[src/rtl/xmem_pkg.sv]
package xmem_pkg;

  typedef enum logic [2:0] {
    ST_INIT  = 3'd0,
    ST_IDLE  = 3'd1,
    ST_CFG   = 3'd2,
    ST_LIN   = 3'd3,
    ST_BYTE0 = 3'd4,
    ST_BYTE1 = 3'd5,
    ST_ROW   = 3'd6,
    ST_COL   = 3'd7
  } seq_st_e;

  localparam int AP_BIT = 10;

  function automatic logic is_linear(seq_st_e s);
    return (s == ST_LIN) || (s == ST_BYTE0) || (s == ST_BYTE1);
  endfunction

  function automatic logic is_data(seq_st_e s);
    return is_linear(s) || (s == ST_ROW) || (s == ST_COL);
  endfunction

endpackage

[src/rtl/xmem_strap.sv]
module xmem_strap (
  input  logic clk,
  input  logic rst,
  input  logic strap_ras,
  input  logic strap_cas,
  output logic done,
  output logic is_sdram
);

  always_ff @(posedge clk) begin
    if (rst) begin
      done     <= 1'b0;
      is_sdram <= 1'b0;
    end else if (!done) begin
      done     <= 1'b1;
      is_sdram <= strap_ras & ~strap_cas;
    end
  end

  assert_type_hold_R2: assert property (@(posedge clk) disable iff (rst)
    (done && $past(done)) |-> $stable(is_sdram));

endmodule

[src/rtl/xmem_addr.sv]
module xmem_addr import xmem_pkg::*; #(
  parameter int AW     = 27,
  parameter int MW     = 12,
  parameter bit CFG_LO = 1'b1,
  parameter bit CFG_HI = 1'b0
) (
  input  seq_st_e       st,
  input  logic [AW-1:0] addr,
  input  logic          sdram,
  output logic [AW-1:0] pins
);

  always_comb begin
    pins = '0;
    case (st)
      ST_LIN, ST_BYTE0, ST_BYTE1: pins = addr;
      ST_ROW: pins[MW-1:0] = addr[2*MW-1:MW];
      ST_COL: begin
        pins[MW-1:0] = addr[MW-1:0];
        if (sdram) pins[AP_BIT] = 1'b1;
      end
      ST_CFG: begin
        pins[0]    = CFG_LO;
        pins[MW-1] = CFG_HI;
      end
      default: pins = '0;
    endcase
  end

endmodule

[src/rtl/xmem_pack.sv]
module xmem_pack #(
  parameter int DW = 16
) (
  input  logic          clk,
  input  logic          rst,
  input  logic          cap_full,
  input  logic          cap_lo,
  input  logic          cap_hi,
  input  logic [DW-1:0] rdata,
  output logic [DW-1:0] word
);

  localparam int BW = DW / 2;

  always_ff @(posedge clk) begin
    if (rst) begin
      word <= '0;
    end else if (cap_full) begin
      word <= rdata;
    end else begin
      if (cap_lo) word[BW-1:0]  <= rdata[BW-1:0];
      if (cap_hi) word[DW-1:BW] <= rdata[BW-1:0];
    end
  end

endmodule

[src/rtl/xmem_seq.sv]
module xmem_seq import xmem_pkg::*; #(
  parameter int AW     = 27,
  parameter int MW     = 12,
  parameter int DW     = 16,
  parameter int PH_CYC = 2,
  parameter bit CFG_LO = 1'b1,
  parameter bit CFG_HI = 1'b0
) (
  input  logic          clk,
  input  logic          rst,
  input  logic          strap_ras,
  input  logic          strap_cas,
  input  logic          cfg_sram8,
  input  logic          req_valid,
  input  logic          req_we,
  input  logic          req_cs2,
  input  logic [AW-1:0] req_addr,
  input  logic [DW-1:0] req_wdata,
  output logic          req_busy,
  output logic          rd_valid,
  output logic [DW-1:0] rd_data,
  input  logic          mem_dram_sel,
  output logic          mem_is_sdram,
  output logic [AW-1:0] bus_addr,
  output logic          bus_lin_cs,
  output logic          bus_cs2,
  output logic          bus_ras,
  output logic          bus_cas,
  output logic          bus_cfg,
  output logic          bus_bsel,
  output logic          bus_we,
  output logic [DW-1:0] bus_wdata,
  input  logic [DW-1:0] bus_rdata
);

  localparam int BW = DW / 2;
  localparam int CW = (PH_CYC > 1) ? $clog2(PH_CYC) : 1;
  localparam logic [CW-1:0] LAST = CW'(PH_CYC - 1);

  logic strap_done;
  seq_st_e st, st_n;
  logic [CW-1:0] cnt, cnt_n;
  logic accept, done, cap_full, cap_lo, cap_hi;
  logic [AW-1:0] addr_q, addr_n, pins_n;
  logic [DW-1:0] wd_q, wd_n, bus_wd_n;
  logic we_q, we_n, cs2_q, cs2_n;

  xmem_strap u_strap (
    .clk(clk), .rst(rst), .strap_ras(strap_ras), .strap_cas(strap_cas),
    .done(strap_done), .is_sdram(mem_is_sdram)
  );

  // Sequence control: one phase per state, each held PH_CYC clocks.
  always_comb begin
    st_n = st; cnt_n = cnt; accept = 1'b0; done = 1'b0;
    cap_full = 1'b0; cap_lo = 1'b0; cap_hi = 1'b0;
    case (st)
      ST_INIT: begin
        cnt_n = '0;
        if (strap_done) st_n = mem_is_sdram ? ST_CFG : ST_IDLE;
      end
      ST_IDLE: begin
        cnt_n = '0;
        if (req_valid) begin
          accept = 1'b1;
          if (mem_dram_sel)           st_n = ST_ROW;
          else if (cfg_sram8 && req_cs2) st_n = ST_BYTE0;
          else                        st_n = ST_LIN;
        end
      end
      default: begin
        if (cnt == LAST) begin
          cnt_n = '0;
          case (st)
            ST_CFG:   st_n = ST_IDLE;
            ST_LIN:   begin st_n = ST_IDLE;  done = 1'b1; cap_full = !we_q; end
            ST_BYTE0: begin st_n = ST_BYTE1; cap_lo = !we_q; end
            ST_BYTE1: begin st_n = ST_IDLE;  done = 1'b1; cap_hi = !we_q; end
            ST_ROW:   st_n = ST_COL;
            ST_COL:   begin st_n = ST_IDLE;  done = 1'b1; cap_full = !we_q; end
            default:  st_n = ST_IDLE;
          endcase
        end else begin
          cnt_n = cnt + 1'b1;
        end
      end
    endcase
  end

  assign addr_n = accept ? req_addr  : addr_q;
  assign wd_n   = accept ? req_wdata : wd_q;
  assign we_n   = accept ? req_we    : we_q;
  assign cs2_n  = accept ? req_cs2   : cs2_q;

  always_ff @(posedge clk) begin
    if (rst) begin
      st <= ST_INIT; cnt <= '0;
      addr_q <= '0; wd_q <= '0; we_q <= 1'b0; cs2_q <= 1'b0;
    end else begin
      st <= st_n; cnt <= cnt_n;
      addr_q <= addr_n; wd_q <= wd_n; we_q <= we_n; cs2_q <= cs2_n;
    end
  end

  xmem_addr #(.AW(AW), .MW(MW), .CFG_LO(CFG_LO), .CFG_HI(CFG_HI)) u_addr (
    .st(st_n), .addr(addr_n), .sdram(mem_is_sdram), .pins(pins_n)
  );

  always_comb begin
    bus_wd_n = '0;
    if (we_n) begin
      case (st_n)
        ST_LIN, ST_ROW, ST_COL: bus_wd_n = wd_n;
        ST_BYTE0: bus_wd_n[BW-1:0] = wd_n[BW-1:0];
        ST_BYTE1: bus_wd_n[BW-1:0] = wd_n[DW-1:BW];
        default:  bus_wd_n = '0;
      endcase
    end
  end

  // Registered pin stage, loaded from the next-phase decode.
  always_ff @(posedge clk) begin
    if (rst) begin
      bus_addr <= '0; bus_lin_cs <= 1'b0; bus_cs2 <= 1'b0; bus_ras <= 1'b0;
      bus_cas <= 1'b0; bus_cfg <= 1'b0; bus_bsel <= 1'b0; bus_we <= 1'b0;
      bus_wdata <= '0; req_busy <= 1'b1; rd_valid <= 1'b0;
    end else begin
      bus_addr   <= pins_n;
      bus_lin_cs <= is_linear(st_n);
      bus_cs2    <= is_linear(st_n) && cs2_n;
      bus_ras    <= (st_n == ST_ROW) || (st_n == ST_COL);
      bus_cas    <= (st_n == ST_COL);
      bus_cfg    <= (st_n == ST_CFG);
      bus_bsel   <= (st_n == ST_BYTE1);
      bus_we     <= is_data(st_n) && we_n;
      bus_wdata  <= bus_wd_n;
      req_busy   <= (st_n != ST_IDLE);
      rd_valid   <= done && !we_q;
    end
  end

  xmem_pack #(.DW(DW)) u_pack (
    .clk(clk), .rst(rst), .cap_full(cap_full), .cap_lo(cap_lo),
    .cap_hi(cap_hi), .rdata(bus_rdata), .word(rd_data)
  );

  assert_lin_no_strobe_R7: assert property (@(posedge clk) disable iff (rst)
    bus_lin_cs |-> (!bus_ras && !bus_cas));
  assert_col_after_row_R7: assert property (@(posedge clk) disable iff (rst)
    $rose(bus_cas) |-> $past(bus_ras));
  assert_autoprecharge_R8: assert property (@(posedge clk) disable iff (rst)
    (bus_cas && mem_is_sdram) |-> bus_addr[AP_BIT]);
  assert_bsel_cs2_R9: assert property (@(posedge clk) disable iff (rst)
    bus_bsel |-> (bus_lin_cs && bus_cs2));
  assert_valid_pulse_R11: assert property (@(posedge clk) disable iff (rst)
    rd_valid |=> !rd_valid);
  assert_valid_ready_R11: assert property (@(posedge clk) disable iff (rst)
    rd_valid |-> !req_busy);
  assert_cfg_idle_R3: assert property (@(posedge clk) disable iff (rst)
    bus_cfg |-> (req_busy && !bus_ras && !bus_lin_cs));

endmodule

[config.mk]
export PLATFORM = sky130hd
export DESIGN_NAME = xmem_seq
export DESIGN_NICKNAME = d
export VERILOG_FILES = /design/src/rtl/xmem_pkg.sv /design/src/rtl/xmem_strap.sv /design/src/rtl/xmem_addr.sv /design/src/rtl/xmem_pack.sv /design/src/rtl/xmem_seq.sv
export SDC_FILE = /design/constraint.sdc
export NUM_CORES = 1
export LEC_CHECK = 0
export BUFFER_PORTS_ARGS = -buffer_cell sky130_fd_sc_hd__clkbuf_2
export CAP_MARGIN = 40
export CORE_MARGIN = 2
export CORE_UTILIZATION = 47
export DETAILED_ROUTE_END_ITERATION = 8
export GPL_ROUTABILITY_DRIVEN = 0
export HOLD_SLACK_MARGIN = 0.02
export PLACE_DENSITY = 0.87
export SLEW_MARGIN = 40
export SYNTH_ARGS = -nofsm -noshare
export SYNTH_HDL_FRONTEND = slang
export SYNTH_HIERARCHICAL = 1
export SYNTH_SLANG_ARGS = --single-unit
[constraint.sdc]
create_clock -name clk -period 2.1 [get_ports clk]
set_input_delay 0.42 -clock clk [delete_from_list [all_inputs] [get_ports clk]]
set_output_delay 0.42 -clock clk [all_outputs]
set_load 0.02 [all_outputs]
---- Yosys cells after proc, flatten, opt, wreduce, memory -nomap -nowiden ----
Index checks and enable logic that the tools add are counted.
operators by class
  $add $sub $neg .......................... 1
  equality and inequality tests ........... 13
  reductions and logical operators ........ 24
  bitwise operators ....................... 5
  multiplexer cells ....................... 35
operators with widths
  operator                                                         number
  16-bit two-way mux                                               2
  10-bit case mux with 3 select lines                              1
  27-bit two-way mux                                               1
  3-bit == test, second input constant                             8
  1-bit two-way mux                                                18
  8-bit two-way mux                                                2
  8-bit case mux with 2 select lines                               1
  3-bit two-way mux                                                5
  3-bit case mux with 2 select lines                               2
  3-bit OR reduction                                               4
  4-bit OR reduction                                               3
  3-bit by 2-bit == test with 1-bit output, second input constant  3
  2-bit OR reduction                                               4
  1-bit logical OR                                                 5
  1-bit logical AND                                                4
  1-bit NOT                                                        4
  2-bit nonzero test                                               2
  3-bit by 1-bit == test with 1-bit output, second input constant  1
  3-bit logical NOT                                                1
  3-bit by 1-bit != test with 1-bit output, second input constant  1
  1-bit case mux with 3 select lines                               1
  2-bit two-way mux                                                1
  1-bit case mux with 2 select lines                               1
  1-bit adder, second input constant                               1
  other kinds (2)                                                  2
storage, ports and cells
  output and inout port bits .............. 69
  bits in registers ....................... 119
  input bits .............................. 68
  word-level logic and storage cells ...... 101

---- Logic depth before layout (Yosys ltp) ----
Gate-level depths: netlist (run 1).
  depth in word-level cells ............... 11
  mapped depth ............................ 11
  mapped depth without buffers ............ 7

---- Hierarchy ----
Netlist (run 1), hierarchy kept.
modules (own cells, without submodules)
  module      area an instance (um2)  instances  cells an instance  seq. area each (um2)
  xmem_seq    3584.7                  1          381                2021.9
  xmem_pack   700.7                   1          71                 320.3
  xmem_addr   573.0                   1          76                 0.0
  xmem_strap  61.3                    1          6                  40.0

---- Least setup slack after synthesis (run 1) ----
No wires, ideal clock.
  path kind ............................... input to register
  from .................................... in req_cs2
  to ...................................... reg bus_addr[16]
  required time ........................... 2034 ps
  library setup time ...................... 66 ps
  stages on the path ...................... 10
  path slack .............................. 85 ps
  data arrival time ....................... 1949 ps
  buffers on the path ..................... 4
  cell sequence ........................... a21oi_1 > a2bb2oi_1 > buf_6 > clkbuf_8 > inv_1 > buf_4 > nand3b_4 > buf_6 > a21boi_2 > nor2b_1
on the way
  cells in the longest elaborated chain, start to end .. 9
  elaborated cells on any way between the ends .. 11
  those cells by class .................... 3 x eq/ne; 4 x mux; 1 x bitwise; 3 x reduce/logical
RTL lines
  element                                                                           line             source
  start, declared                                                                   xmem_seq.sv:16   input logic req_cs2,
  1-bit logical AND *                                                               xmem_seq.sv:67   else if (cfg_sram8 && req_cs2) st_n = ST_BYTE0;
  3-bit two-way mux *                                                               xmem_seq.sv:67
  3-bit two-way mux *                                                               xmem_seq.sv:66   if (mem_dram_sel) st_n = ST_ROW;
  3-bit two-way mux *                                                               xmem_seq.sv:64   if (req_valid) begin
  3-bit case mux with 2 select lines *                                              xmem_seq.sv:57   case (st)
  via st_n[2]                                                                       xmem_seq.sv:41   seq_st_e st, st_n;
  3-bit by 2-bit == test with 1-bit output / 3-bit == test (equally long branches)  xmem_addr.sv:15  case (st)
  3-bit OR reduction *                                                              xmem_addr.sv:15
  1-bit NOT (no source line) *                                                      -
  2-bit OR reduction (no source line) *                                             -
  end signal, assigned                                                              xmem_seq.sv:128  bus_addr <= pins_n;
  end, declared                                                                     xmem_seq.sv:24   output logic [AW-1:0] bus_addr,
The timed path passes the listed nets; every way through them passes the cells marked *.
A chain may end at the register's enable or synchronous reset.

---- Worst setup path in the final report (run 1) ----
  from .................................... reg st[1]
  to ...................................... reg bus_addr[8]
on the way
  elaborated cells on any way between the ends .. 18
  those cells by class .................... 8 x eq/ne; 8 x mux; 2 x reduce/logical
RTL lines
  element                                                                               line             source
  start, declared                                                                       xmem_seq.sv:41
  start signal, assigned                                                                xmem_seq.sv:100  st <= st_n; cnt <= cnt_n;
  3-bit by 1-bit == test with 1-bit output / 3-bit logical NOT (equally long branches)  xmem_seq.sv:57
  3-bit case mux with 2 select lines *                                                  xmem_seq.sv:57
  via st_n[0]                                                                           xmem_seq.sv:41
  3-bit by 2-bit == test with 1-bit output / 3-bit == test (equally long branches)      xmem_addr.sv:15
  3-bit OR reduction                                                                    xmem_addr.sv:15
  10-bit case mux with 3 select lines *                                                 xmem_addr.sv:15
  via pins_n[8]                                                                         xmem_seq.sv:44   logic [AW-1:0] addr_q, addr_n, pins_n;
Marked as above.

==> out/results.tsv, run 1 <==
metric	value	unit
run_status	finished clean	
stdcell_area	6370	µm²
end_kind	flip-flop	
layout_common_cells	clkbuf_2 (135), dfxtp_1 (117), nand2_1 (88)	
grt_pass1_vias	4351	
r2r_end	bus_addr[8]	
holdPathEnd	addr_q[24]	
synthesis.instances	534	
r2r-start	st[1]	
critPathKind	reg2reg	
grt_usage	22.9	%
path_cells	buf_4 -> nor4b_2 -> o32ai_2 -> inv_2 -> buf_4 -> nand4b_1 -> o211ai_1 -> nor2b_1	
antenna_found_initial	0	
cts_tree	yes	
yosys.area.top_type	dfxtp_1	
reg2reg_depth	8	
hold_path_depth	3	
crit_fanout	15	
clk_path_buf_depth	2	
maxCapViolations	0	
slew_viol_final	0	
fp-row-count	37	
synth_edf_count	0	
crit_cells	8	
clk_pin_slew	60	ps
port_buffers	136	
cp.arrival	2270	ps
diodes	0	
final.min_clock_period	1890	ps
vias	4364	
dieArea	11300	µm²
min_from	req_addr[24]	
hold_path.class	in2reg	
area_delta_synth_final	29.5	%
post-route-period-util	90.0	%
worstSkewPairLatency	510	ps
final_common_cell	clkbuf_2	
drt_iter0_markers	214	
cp_common_cell	buf_4	
ys_seq_area_share	48.4	%
place_hpwl	9.13	mm
ioPinCount	137	
ys.flop_type	dfxtp_1	
synth_fp_nets	602	
fin_cells	830	
p_per_area	948	nW/µm²
max_slew_margin	73.0	%
cellLeakagePower	2.84	nW
syn_avg_cell_area	9.21	µm²
core_area	10200	µm²
synth.top_cell.area_share	48.4	%
fillers	836	
place_area	5770	µm²
synth_seq_cells	119	
clock_skew	11.9	ps
slowest_delay	360	ps
rrSetupSlack	210	ps
ctsHoldBuffers	0	
dp_cells	798	
start_kind	flip-flop	
fmax	529	MHz
start_util	48.1	%
post-cts-setup-buffers	0	
clock-sinks	119	
hold_viol_final	0	
yosysWarnings	6	
grt_max_degree	43	
drt-pass1-iter-count	5	
grt-ovfl-total	0	
drive_above_1_share	33.4	%
netlist_top_cells_area	dfxtp_1 (48%), nand2_1 (6.7%), mux2i_1 (5.3%), nor2b_1 (4.6%), a21oi_1 (4.2%)	
final.setup.tns	0	ps
vias_per_cell	5.26	
fp.dieW	106	µm
numCtsBuffers	17	
ir_drop	0.681	mV
path_delay_family	buffers and inverters	
ant_nets	0	
required	2480	ps
critPathBufInv	3	
slowest_stage	dfxtp_2	
wire_per_inst	15.1	µm
synthArstFlopShare	0	%
layout.nets	749	
syn-cell-area	4920	µm²
htree_levels	4	
worst_slew_pin_slew	405	ps
cts_resized	0	
root_buffer	clkbuf_8	
rsz0062_at_grt	false	
drc	0	
ys_types	48	
finalPower	6.04	mW
drt_wl_total	12.6	mm
setup_viol	0	
grt_pass1_wl	20.3	mm
fp.dieH	106	µm
## where the power goes
part           internal (mW)  switching (mW)  leakage (nW)  total (mW)
combinational          0.302           0.464          1.59       0.765
sequential              2.34          0.0375         0.964        2.38
clock                   1.84            1.05         0.284        2.90
total                   4.49            1.56          2.84        6.04
## worst max path at each step
stage | from | end | slack [ps]
3_3_place_gp | req_valid | bus_addr[0] | 140
3_5_place_dp | st[2] | bus_addr[0] | 30
2_1_floorplan | req_cs2 | bus_addr[16] | 80
5_1_grt | st[1] | bus_addr[13] | 70
6_report | st[1] | bus_addr[8] | 210
4_1_cts | st[2] | bus_addr[0] | 20
## metal layers
| metal | GRT usage [%] | part of all wire [%] | vias up |
|---|---|---|---|
| met4 | 9.68 | 2.4 | 0 |
| met3 | 6.62 | 6.7 | 25 |
| met1 | 26.1 | 40 | 2043 |
| li1 | - | - | 2128 |
| met5 | 0 | 0 | - |
| met2 | 39.9 | 51 | 168 |
## final cells by class
cell class | instances | area [µm²] | area share, %
Timing Repair Buffer | 166 | 908 | 14.3
Clock inverter | 14 | 174 | 2.73
Multi-Input combinational cell | 361 | 2240 | 35.2
Tap cell | 136 | 170 | 2.67
Sequential cell | 119 | 2380 | 37.4
Inverter | 16 | 60.1 | 0.943
Clock buffer | 18 | 428 | 6.72
## through the flow
stage / util [%] / hold WS (ps) / worst slack (ps)
detailed placement: 56.4 / 456 / 30.5
global route: 62.3 / 161 / 71.1
floorplan: - / 444 / 84.5
CTS: 62.2 / 140 / 18.8
finish: 62.3 / 151 / 211
global placement: 56.4 / 450 / 143
## registers in the layout (all words and copies together) (netlist names), 3 cells and up
signal and count:
addr_q 27, bus_addr 27, bus_wdata 16, u_pack/word 16, wd_q 16, st 3
## cell usage after synthesis (11+ instances only)
library cell,number
dfxtp_1,119
a21oi_1,41
clkbuf_1,11
o21ai_0,12
inv_1,13
nor2_1,40
nor2b_1,36
nand2_1,88
mux2i_1,26
nand3_1,13
nand4b_1,11
## worst reg2reg max path, delay by kind of cell (launching register included)
| kind | cells | cell delay [ps] |
|---|---|---|
| AO/OA/AOI/OAI | 2 | 230 |
| buffers and inverters | 3 | 590 |
| flip-flops | 1 | 360 |
| AND/OR/NAND/NOR | 3 | 580 |
## cell families (layout without fill, tap and decap cells)
kind of cell / after synthesis / in the layout / synth area share [%]
simple gates: 229 / 229 / 25.3
flops: 119 / 119 / 48.4
compound gates: 105 / 105 / 14.5
buf+inv: 54 / 214 / 6.28
mux: 27 / 27 / 5.52
(Power assumes the default switching activity.)
==> inputs of run 2 (changes only) <==
- ABC_AREA: not set -> 1
==> run 2 against run 1 <==
Net effect: clock power is 1% lower; routed wire length fell by 4.5%; largest cell class unchanged; die area increased by 1.9%; sequential share of layout area is 0.51 points lower; final cell count rose by 17%; clock skew shrank 4.2 ps; power grew 19%; setup slack lost 67 ps; area after synthesis rose by 2.0%.
==> out/results.tsv, run 2 <==
metric	value	unit
run_status	finished clean	
hold_viol_final	0	
synth.top_cell.area_share	47.5	%
ys.flop_type	dfxtp_1	
port_buffers	136	
synth_edf_count	0	
vias_per_cell	4.75	
drive_above_1_share	28.3	%
fin_cells	974	
synth_most_common_cell	inv_1	
fmax	511	MHz
fp-row-count	37	
ys_seq_area_share	47.5	%
clock_skew	7.73	ps
synth_commonest_cells	inv_1 (127), dfxtp_1 (119), nand2_1 (104)	
numCtsBuffers	17	
layout.nets	893	
area_delta_synth_final	28.5	%
layout_common_cells	clkbuf_2 (135), inv_1 (127), dfxtp_1 (119)	
synthArstFlopShare	0	%
place_ws	78.8	ps
syn_avg_cell_area	7.33	µm²
critPathKind	reg2reg	
place_area	5830	µm²
worstSkewPairLatency	500	ps
grt_pass1_vias	4228	
start_kind	flip-flop	
dp_cells	941	
start_util	48.6	%
post-route-period-util	93.1	%
fp.dieH	107	µm
yosysWarnings	6	
fp.dieW	107	µm
p_per_area	1120	nW/µm²
grt-ovfl-total	0	
cp.arrival	2390	ps
place_hpwl	8.50	mm
clk_pin_slew	60	ps
min_from	req_addr[24]	
clock-sinks	119	
syn-cell-area	5020	µm²
hold_path.class	in2reg	
grt_usage	20.9	%
final_common_cell	clkbuf_2	
final.min_clock_period	1960	ps
stdcell_area	6450	µm²
drt-pass1-iter-count	4	
crit_fanout	12	
root_buffer	clkbuf_8	
final-seq-area	2380	µm²
ir_drop	0.677	mV
maxCapViolations	0	
core_area	10300	µm²
drt_wl_total	12.0	mm
end_kind	flip-flop	
ioPinCount	137	
dieArea	11500	µm²
yosys.area.top_type	dfxtp_1	
vias	4629	
drc	0	
ant_nets	0	
worst_slew_pin_slew	446	ps
synthesis.instances	685	
rsz0062_at_grt	true	
slew_viol_final	0	
clk_path_buf_depth	2	
netlist_top_cells_area	dfxtp_1 (47%), inv_1 (9.5%), nand2_1 (7.8%), nor2_1 (7.0%), nand3_1 (5.2%)	
reg.largest.list	addr_q x27, bus_addr x27	
grt_pass1_wl	19.2	mm
htree_levels	4	
diodes	0	
fin_ws	144	ps
whs	169	ps
drt_iter0_markers	191	
cts_tree	yes	
grt_max_degree	55	
r2r-start	st[0]	
wire_per_inst	12.3	µm
synth_seq_cells	119	
cellLeakagePower	3.24	nW
ys_types	29	
fillers	950	
setup_viol	0	
multi_input_area	1930	µm²
cp-startpoint	st[0]	
required	2540	ps
synth_fp_nets	753	
max_slew_margin	70.2	%
finalPower	7.20	mW
antenna_found_initial	0	
ctsHoldBuffers	0	
## run 2: path summary, 6_finish.rpt
| path | end | slack [ps] | depth (start not counted) |
|---|---|---|---|
| worst max-delay path | bus_addr[7] | 140 | 11 |
| worst min-delay path | addr_q[24] | 170 | 3 |
| worst max register to register | bus_addr[7] | 140 | 11 |
| worst min register to register | wd_q[2] | 470 | 2 |
## run 2: repair_timing
| item | 4_1_cts | 5_1_grt |
|---|---|---|
| buffers inserted | 0 | 0 |
| gates resized for setup | 0 | 2 |
| endpoints found under the hold margin | 0 | 0 |
| setup endpoints to repair | 0 | 2 |
## run 2: metal layers
layer	vias up	GRT usage, %	wire length [µm]
met5	-	0	0
met4	0	7.97	187
met3	19	4.84	663
met2	134	32.5	5600
met1	2072	28.2	5540
li1	2404	-	-
## run 2: logic make-up (layout without fill, tap and decap cells)
| logic type | Yosys count | count (layout) | share of synthesized area (%) |
|---|---|---|---|
| and+or+nand+nor | 312 | 312 | 28.3 |
| AOI/OAI and AO/OA | 85 | 85 | 10.1 |
| buffers and inverters | 169 | 322 | 14.1 |
| DFF | 119 | 119 | 47.5 |
## run 2: report_power, final
group	switching (mW)	internal [mW]	total, mW
sequential	0.0790	2.47	2.55
combinational	1.18	0.612	1.79
clock	1.10	1.76	2.86
total	2.36	4.84	7.20
## run 2: worst max-delay path, stage by stage, from the launching register on
cell and delay [ps]:
dfxtp_1 410, buf_4 230, nand2_1 120, inv_1 70
nand2_1 50, nand2_1 220, inv_1 90, nand2_1 350
nand3_1 170, nand2_1 80, inv_1 40, nor2_1 70
## run 2: cell type report
| cell class | count | share of cell area (%) |
|---|---|---|
| clock buffer | 18 | 6.63 |
| tap | 136 | 2.64 |
| timing repair buffer | 154 | 13.3 |
| inverter | 136 | 8.03 |
| multi-input combinational | 397 | 29.9 |
| sequential | 119 | 36.9 |
| clock inverter | 14 | 2.54 |
## run 2: per-stage QoR
stage                     utilization, %  TNS [ps]
final                               62.5         0
after floorplan                        -         0
after global routing                62.5     -12.7
after detailed placement            56.5         0
after CTS                           62.2         0
after global placement              56.5         0
==> inputs of run 3 (changes only) <==
- RECOVER_POWER: not set -> 50
==> run 3 against run 2 <==
Net effect: core utilization is 0.72 points lower; final cell count unchanged; cell area shrank 1.1%; power is 0.22% lower; global-route usage did not move; flip-flop and latch count did not move; combinational power hardly changed; first-iteration DRC count is 12% higher; via count grew 0.22%; critical endpoint is now bus_addr[11]; highest routed layer unchanged.
==> out/results.tsv, run 3 (same netlist as run 2, synthesis figures left out) <==
metric	value	unit
numCtsBuffers	17	
final.setup.tns	0	ps
clk_pin_slew	60	ps
end_kind	flip-flop	
core_area	10300	µm²
layout.nets	893	
worst_slew_pin_slew	1460	ps
clock-sinks	119	
stdcell_area	6380	µm²
reg.largest.list	addr_q x27, bus_addr x27	
antenna_found_initial	0	
diodes	0	
final_common_cell	inv_1	
start_util	48.6	%
post-cts-setup-buffers	0	
dieArea	11500	µm²
rsz0062_at_grt	true	
hold_path.class	in2reg	
area_delta_synth_final	27.1	%
cts_tree	yes	
maxCapViolations	0	
required	2540	ps
drt_wl_total	12.0	mm
port_buffers	136	
fp.dieW	107	µm
clock_skew	8.60	ps
worstSkewPairLatency	500	ps
p_per_area	1130	nW/µm²
drt_iter0_markers	214	
layout_common_cells	inv_1 (127), dfxtp_1 (119), nand2_1 (103)	
hold_path_depth	3	
critPathKind	reg2reg	
max_slew_margin	2.78	%
ant_nets	0	
ir_drop	0.680	mV
finalPower	7.18	mW
setup_viol	0	
vias_per_cell	4.76	
grt_pass1_vias	4228	
whs	165	ps
run_status	finished clean	
drive_above_1_share	21.5	%
htree_levels	4	
place_hpwl	8.50	mm
drt-pass1-iter-count	4	
root_buffer	clkbuf_8	
hold_viol_final	0	
reg2reg_depth	11	
clk_path_buf_depth	2	
fp-row-count	37	
crit_fanout	12	
wire_per_inst	12.3	µm
cellLeakagePower	3.05	nW
post-route-period-util	92.1	%
place_area	5830	µm²
grt_pass1_wl	19.2	mm
final.min_clock_period	1930	ps
grt-ovfl-total	0	
grt_usage	20.9	%
start_kind	flip-flop	
slew_viol_final	0	
ioPinCount	137	
cp.arrival	2370	ps
grt_max_degree	55	
ctsHoldBuffers	0	
vias	4639	
drc	0	
fmax	517	MHz
fp.dieH	107	µm
run 3: worst max-delay path, stage by stage (launching register included):
cell and delay (ps):
dfxtp_1 410, buf_4 230, nand2_1 120, inv_1 70
nand2_1 50, nand2_1 210, inv_1 90, nand2_1 350
nand3_1 150, nand2_1 90, inv_1 40, nor2_1 80
run 3: report_power, final:
part,total [mW],internal (mW),switching (mW),leakage (nW)
sequential,2.55,2.47,0.0788,0.965
clock,2.86,1.76,1.11,0.287
combinational,1.77,0.594,1.18,1.79
total,7.18,4.82,2.37,3.05
run 3: stage by stage:
stage / setup slack (ps) / util, % / std cells
after CTS: 185 / 62.2 / 973
after floorplan: 368 / - / 685
after detailed placement: 78.8 / 56.5 / 941
after global routing: -12.7 / 61.8 / 974
after global placement: 76.4 / 56.5 / 941
final: 166 / 61.8 / 974
run 3: layout make-up:
class                           instances  area, µm²
Clock buffer                           18        428
Clock inverter                         14        164
Fill cell                             975       3950
Inverter                              136        518
Multi-Input combinational cell        397       1930
Sequential cell                       119       2380
Tap cell                              136        170
Timing Repair Buffer                  154        785
run 3: worst paths after layout:
check | startpoint | endpoint | slack, ps
worst min register to register | wd_q[2] | wd_q[2] | 470
worst max register to register | st[0] | bus_addr[11] | 170
worst min-delay path | req_addr[24] | addr_q[24] | 160
worst max-delay path | st[0] | bus_addr[11] | 170
run 3: metal layers:
| metal | part of all wire (%) | vias up | global-route usage, % |
|---|---|---|---|
| li1 | - | 2402 | - |
| met1 | 46 | 2082 | 28.2 |
| met2 | 46 | 131 | 32.5 |
| met3 | 5.5 | 24 | 4.84 |
| met4 | 1.8 | 0 | 7.97 |
| met5 | 0 | - | 0 |
run 3: timing repair:
| item | in CTS | in global routing |
|---|---|---|
| resized for setup | 0 | 2 |
| hold endpoints to repair | 0 | 0 |
| endpoints found under the setup margin | 0 | 2 |
